### src/rtl/banked_regfile.sv
module banked_regfile #(
  parameter int XLEN = 32
) (
  input  logic            clk,
  input  logic            rst_n,
  input  logic [3:0]      rd_a_sel,
  output logic [XLEN-1:0] rd_a_val,
  input  logic [3:0]      rd_b_sel,
  output logic [XLEN-1:0] rd_b_val,
  input  logic            wr_en,
  input  logic [3:0]      wr_sel,
  input  logic [XLEN-1:0] wr_val,
  input  logic            psr_we,
  input  logic            psr_saved,
  input  logic [3:0]      psr_mask,
  input  logic [XLEN-1:0] psr_val,
  output logic [XLEN-1:0] sr_now,
  output logic [XLEN-1:0] sr_saved,
  output logic            priv
);
  localparam int NLO = 8;
  localparam int NHI = 7;
  localparam int NEX = 4;
  localparam int NSP = 5;
  localparam int BW  = XLEN / 4;
  localparam logic [XLEN-1:0] RST_SW = XLEN'(5'h13);

  localparam logic [2:0] BK_USR = 3'd0, BK_FIQ = 3'd1, BK_IRQ = 3'd2, BK_SVC = 3'd3,
                         BK_ABT = 3'd4, BK_UND = 3'd5, BK_SYS = 3'd6, BK_DUM = 3'd7;

  function automatic logic [2:0] bank_of(input logic [4:0] m);
    case (m)
      5'h00, 5'h10: bank_of = BK_USR;
      5'h01, 5'h11: bank_of = BK_FIQ;
      5'h02, 5'h12: bank_of = BK_IRQ;
      5'h03, 5'h13: bank_of = BK_SVC;
      5'h17:        bank_of = BK_ABT;
      5'h1B:        bank_of = BK_UND;
      5'h1F:        bank_of = BK_SYS;
      default:      bank_of = BK_DUM;
    endcase
  endfunction

  logic [XLEN-1:0] lo_q  [NLO];
  logic [XLEN-1:0] shr_q [NHI];
  logic [XLEN-1:0] fiq_q [NHI];
  logic [XLEN-1:0] ex13_q[NEX];
  logic [XLEN-1:0] ex14_q[NEX];
  logic [XLEN-1:0] sp_q  [NSP];
  logic [XLEN-1:0] pc_q, sw_q;

  logic [2:0] cur_bk;
  logic [1:0] exi;
  logic [2:0] spi;
  logic       is_ex, has_sp;
  assign cur_bk = bank_of(sw_q[4:0]);
  assign is_ex  = (cur_bk >= BK_IRQ) && (cur_bk <= BK_UND);
  assign has_sp = (cur_bk >= BK_FIQ) && (cur_bk <= BK_UND);
  assign exi    = 2'(cur_bk - BK_IRQ);
  assign spi    = cur_bk - BK_FIQ;

  assign sr_now   = sw_q;
  assign sr_saved = has_sp ? sp_q[spi] : sw_q;
  assign priv     = |sw_q[1:0];

  logic [3:0]      sel  [2];
  logic [XLEN-1:0] rval [2];
  assign sel[0]   = rd_a_sel;
  assign sel[1]   = rd_b_sel;
  assign rd_a_val = rval[0];
  assign rd_b_val = rval[1];

  for (genvar p = 0; p < 2; p++) begin : g_rd
    logic [2:0] off;
    assign off = 3'(sel[p] - 4'd8);
    always_comb begin
      if (sel[p] < 4'd8)       rval[p] = lo_q[sel[p][2:0]];
      else if (sel[p] == 4'd15) rval[p] = pc_q;
      else if (cur_bk == BK_FIQ) rval[p] = fiq_q[off];
      else if (cur_bk == BK_DUM) rval[p] = '0;
      else if (is_ex && sel[p] == 4'd13) rval[p] = ex13_q[exi];
      else if (is_ex && sel[p] == 4'd14) rval[p] = ex14_q[exi];
      else                       rval[p] = shr_q[off];
    end
  end

  logic [3:0]      eff_mask;
  logic [XLEN-1:0] bit_mask, psr_old, psr_new;
  assign eff_mask = (!psr_saved && cur_bk == BK_USR) ? (psr_mask & 4'b1000) : psr_mask;
  for (genvar k = 0; k < 4; k++) begin : g_bm
    assign bit_mask[k*BW +: BW] = {BW{eff_mask[k]}};
  end
  assign psr_old = psr_saved ? sr_saved : sw_q;
  assign psr_new = (psr_old & ~bit_mask) | (psr_val & bit_mask);

  logic [2:0] w_off;
  assign w_off = 3'(wr_sel - 4'd8);

  always_ff @(posedge clk or negedge rst_n) begin
    if (!rst_n) begin
      for (int i = 0; i < NLO; i++) lo_q[i] <= '0;
      for (int i = 0; i < NHI; i++) begin
        shr_q[i] <= '0;
        fiq_q[i] <= '0;
      end
      for (int i = 0; i < NEX; i++) begin
        ex13_q[i] <= '0;
        ex14_q[i] <= '0;
      end
      for (int i = 0; i < NSP; i++) sp_q[i] <= '0;
      pc_q <= '0;
      sw_q <= RST_SW;
    end else begin
      if (wr_en) begin
        if (wr_sel < 4'd8)         lo_q[wr_sel[2:0]] <= wr_val;
        else if (wr_sel == 4'd15)  pc_q <= wr_val;
        else if (cur_bk == BK_FIQ) fiq_q[w_off] <= wr_val;
        else if (cur_bk == BK_DUM) ;
        else if (is_ex && wr_sel == 4'd13) ex13_q[exi] <= wr_val;
        else if (is_ex && wr_sel == 4'd14) ex14_q[exi] <= wr_val;
        else                       shr_q[w_off] <= wr_val;
      end
      if (psr_we) begin
        if (!psr_saved)  sw_q <= psr_new;
        else if (has_sp) sp_q[spi] <= psr_new;
      end
    end
  end

  assert_user_flags_only_R9: assert property (@(posedge clk) disable iff (!rst_n)
    (psr_we && !psr_saved && cur_bk == BK_USR) |=> (sr_now[23:0] == $past(sr_now[23:0])));

  assert_sw_hold_R10: assert property (@(posedge clk) disable iff (!rst_n)
    !(psr_we && !psr_saved) |=> $stable(sr_now));

  assert_empty_mask_R8: assert property (@(posedge clk) disable iff (!rst_n)
    (psr_we && psr_mask == 4'd0) |=> ($stable(sr_now) && $stable(sr_saved)));

  assert_no_saved_slot_R7: assert property (@(posedge clk) disable iff (!rst_n)
    (psr_we && psr_saved && !has_sp) |=> $stable(sr_saved));

  assert_dummy_reads_zero_R6: assert property (@(posedge clk) disable iff (!rst_n)
    (cur_bk == BK_DUM && rd_a_sel >= 4'd8 && rd_a_sel <= 4'd14) |-> (rd_a_val == '0));

  assert_priv_follows_R11: assert property (@(posedge clk) disable iff (!rst_n)
    !(psr_we && !psr_saved) |=> (priv == $past(priv)));
endmodule

### config.mk
export PLATFORM = sky130hd
export DESIGN_NAME = banked_regfile
export DESIGN_NICKNAME = d
export VERILOG_FILES = /design/src/rtl/banked_regfile.sv
export SDC_FILE = /design/constraint.sdc
export NUM_CORES = 2
export LEC_CHECK = 0
export CAP_MARGIN = 20
export CORE_MARGIN = 8
export CORE_UTILIZATION = 40
export DETAILED_ROUTE_END_ITERATION = 6
export SYNTH_ARGS = -nofsm -noshare
export SYNTH_HDL_FRONTEND = slang
export SYNTH_SLANG_ARGS = --single-unit
### constraint.sdc
create_clock -name clk -period 11.9 [get_ports clk]
set_clock_uncertainty 0.15 [all_clocks]
set_input_delay 2.975 -clock clk [delete_from_list [all_inputs] [get_ports clk]]
set_output_delay 2.975 -clock clk [all_outputs]
set_load 0.01 [all_outputs]
==> flow_metrics.env <==
export IMPL_status="finished clean"
export IMPL_slew_headroom_pct=20.1
export IMPL_dp_final_hpwl_um=131000
export IMPL_initial_core_util_pct=40.2
export IMPL_antenna_found_initial=15
export IMPL_dieWidth_um=411
export IMPL_ctsHoldBuffers=0
export IMPL_cts_root_buf="clkbuf_16"
export IMPL_max_stage_delay_ns=1.04
export IMPL_fmax_mhz=92.8
export IMPL_setup_viol=0
export IMPL_die_area_um2=169000
export IMPL_cts_resized=0
export IMPL_drt_iter0_drc=4483
export IMPL_syn_to_final_growth_pct=14.2
export IMPL_remaining_drc_errors=0
export IMPL_clk_pin_slew_ns=0.06
export IMPL_arrival_ns=7.65
export IMPL_tns_ns=0
export IMPL_crit_end="rd_b_val[16]"
export IMPL_startpoint="sr_now[2]$_DFFE_PN0P_"
export IMPL_rrSetupSlack_ns=5.15
export IMPL_min_path_type="flip-flop to flip-flop"
export IMPL_place_congestion=0.859
export IMPL_final_util_pct=45.8
export IMPL_yosysTopAreaCell="dfrtp_1"
export IMPL_cts_tree="yes"
export IMPL_synth_area_um2=62500
export IMPL_grt_max_degree=184
export IMPL_post_cts_buffers=0
export IMPL_post_synth_top_area_fraction_pct=47.3
export IMPL_grt_pass1_vias=45732
export IMPL_seq_power_share_pct=41.8
export IMPL_syn_avg_cell_area_um2=12.2
export IMPL_hold_viol_final=0
export IMPL_cp_slowest_cell="dfrtp_2"
export IMPL_nets=5201
export IMPL_ys_top_cells_by_area="dfrtp_1 (47%), mux2_2 (20%), mux4_2 (9.3%)"
export IMPL_dp_cells=7019
export IMPL_synthesis_instances=5129
export IMPL_stdcell_count=7277
export IMPL_ys_ff_latch=1184
export IMPL_finalCritPeriodShare_pct=90.5
export IMPL_cap_violations=0
export IMPL_tightest_slew_ns=1.19
export IMPL_cp_max_fo=56
export IMPL_end_kind="primary output"
export IMPL_wl_per_cell_um=29.6
export IMPL_comb_power_share_pct=28.5
export IMPL_htreeDepth=4
export IMPL_min_period_ns=10.78
export IMPL_routed_wirelength_um=215000
export IMPL_timing_critical_path_mode_cell="buf_4"
export IMPL_grt_pass1_wl_um=318000
export IMPL_grt_overflow=0
export IMPL_clockPowerShare_pct=29.8
export IMPL_syn_num_nets=5219
export IMPL_yosys_warnings=0
export IMPL_drt_first_pass_iters=7
export IMPL_regToRegStartpoint="sr_now[2]$_DFFE_PN0P_"
export IMPL_ir_drop_mv=0.122
export IMPL_core_area_um2=156000
export IMPL_clk_latency_ns=0.79
export IMPL_cts_sinks=1184
export IMPL_place_port_buffers=213
export IMPL_ys_flop_type="dfrtp_1"
export IMPL_synth_edf_count=0
export IMPL_startpoint_type="flip-flop"
export IMPL_viasPerCell=6.24
export IMPL_cts_path_max_buffers=3
export IMPL_worstPathRequired_ns=8.78
export IMPL_slew_violations=0
export IMPL_worst_r2r_path_depth=12
export IMPL_drive_gt1_share_pct=35.0
export IMPL_post_synth_top_count_cell="dfrtp_1"
export IMPL_io_pins=214
export IMPL_placementRows=145
export IMPL_track_usage_pct=25.0
export IMPL_switching_share_pct=31.9
export IMPL_rsz0062_at_grt="false"
export IMPL_p_leak_nw=30.8
export IMPL_via_count=45417
export IMPL_synth_common_cells="dfrtp_1 (1181), mux2_2 (1107), clkbuf_1 (337)"
export IMPL_power_density_nw_per_um2=196
export IMPL_cts_made_buffers=134
export IMPL_dpl_cell_area_um2=66600
export IMPL_worstSetupPathType="flip-flop to primary output"
export IMPL_ys_seq_area_share_pct=47.4
export IMPL_postRouteAntennaNets=0
export IMPL_die_y_um=411
export IMPL_final_area_um2=71400
export IMPL_async_reset_ff_share_pct=100
export IMPL_p_int_w=0.00954
export IMPL_reg2reg_to="ex13_q[48]$_DFFE_PN0P_"
export IMPL_worstPathCellList="or3_1 -> buf_4 -> nand2_8 -> inv_4 -> ha_1 -> inv_1 -> a311oi_2 -> a21o_1 -> buf_4 -> a211oi_1 -> nor4_1 -> a21oi_1 -> clkdlybuf4s50_1"
export IMPL_switchingPower_w=0.00446
export IMPL_yosys_cell_types_count=78
[placed cells by master (no fill, tap or decap), types with 13 or more instances in the layout]
cell type	instances
buf_4	109
a221oi_1	14
a21o_1	30
inv_1	31
nand4_1	22
mux2i_1	217
o22ai_1	77
o211a_1	25
o21ai_0	256
o211ai_1	71
and3_1	19
a31oi_1	37
o31ai_1	21
o221a_2	21
clkinv_2	29
nand3_1	90
mux2_2	1107
nand2_1	248
o221ai_1	25
nor3_1	24
a211oi_1	41
mux4_2	257
dfrtp_1	1180
nor4_1	38
nor2_1	272
buf_16	13
clkdlybuf4s50_1	204
a21oi_1	239
o22a_1	42
clkbuf_8	32
clkbuf_1	20
clkbuf_16	139
[metal layers]
metal  up-vias  GRT usage [%]  part of all wire [%]
li1      19206              -                     -
met1     23858           33.3                    42
met2      1814           38.6                    45
met3       525           6.59                   8.4
met4        14           10.6                   4.6
met5         -              0                 0.045
[per-stage QoR]
stage | hold slack [ns] | power (W) | setup slack, ns
2_1_floorplan | 0.294 | 0.00837 | 3.72
3_3_place_gp | 0.306 | 0.00971 | 2.13
3_5_place_dp | 0.316 | 0.00984 | 2.10
4_1_cts | 0.328 | 0.0140 | 1.22
5_1_grt | 0.346 | 0.0147 | 0.884
6_report | 0.326 | 0.0140 | 1.12
[cells by family (layout without fill, tap and decap cells)]
kind of cell             Yosys count  in the layout  share of synthesized area (%)
AND/OR/NAND/NOR                  807            807                           5.78
AO/OA/AOI/OAI                   1010           1010                           10.5
buffers and inverters            541            624                           3.50
other                              0              7                              0
multiplexers                    1582           1582                           32.7
adder cells (fa/ha/maj)            5              5                          0.100
flip-flops                      1184           1184                           47.4
[power by group through the flow]
stage / clock [W] / combinational, W / sequential (W)
floorplan: 0 / 0.00270 / 0.00566
global placement: 0 / 0.00388 / 0.00582
detailed placement: 0 / 0.00395 / 0.00589
CTS: 0.00424 / 0.00397 / 0.00582
global route: 0.00440 / 0.00427 / 0.00599
finish: 0.00417 / 0.00399 / 0.00584
[worst max-delay path: cells and delay by family, from the launching register on]
| kind | cells | cell delay [ns] |
|---|---|---|
| flops | 1 | 1.04 |
| buf+inv | 5 | 2.28 |
| simple gates | 3 | 1.00 |
| compound gates | 4 | 1.86 |
| fa+ha+maj | 1 | 0.59 |
[state kept, by name, summed over array words and instances (netlist names)]
name,flops
sp_q,160
shr_q,224
ex14_q,128
sr_now,32
lo_q,256
pc_q,32
fiq_q,224
ex13_q,128
[worst min path at each step]
stage	startpoint	endpoint	slack (ns)	cells after the start
6_report	sp_q[148]$_DFFE_PN0P_	sp_q[148]$_DFFE_PN0P_	0.33	2
5_1_grt	sp_q[113]$_DFFE_PN0P_	sp_q[113]$_DFFE_PN0P_	0.35	2
4_1_cts	sp_q[148]$_DFFE_PN0P_	sp_q[148]$_DFFE_PN0P_	0.33	2
3_5_place_dp	sp_q[148]$_DFFE_PN0P_	sp_q[148]$_DFFE_PN0P_	0.32	2
3_3_place_gp	sp_q[32]$_DFFE_PN0P_	sp_q[32]$_DFFE_PN0P_	0.31	2
2_1_floorplan	sp_q[107]$_DFFE_PN0P_	sp_q[107]$_DFFE_PN0P_	0.29	2
[layout make-up]
class / count / area (µm²)
flip-flops and latches: 1184 / 29600
fillers: 14156 / 84300
multi-input cells: 3404 / 31000
inverters: 35 / 138
repair buffers: 352 / 3670
diodes: 7 / 17.5
clock inverters: 49 / 455
well taps: 2058 / 2570
clock buffers: 188 / 3920
Power figures use the tool's default switching activity.
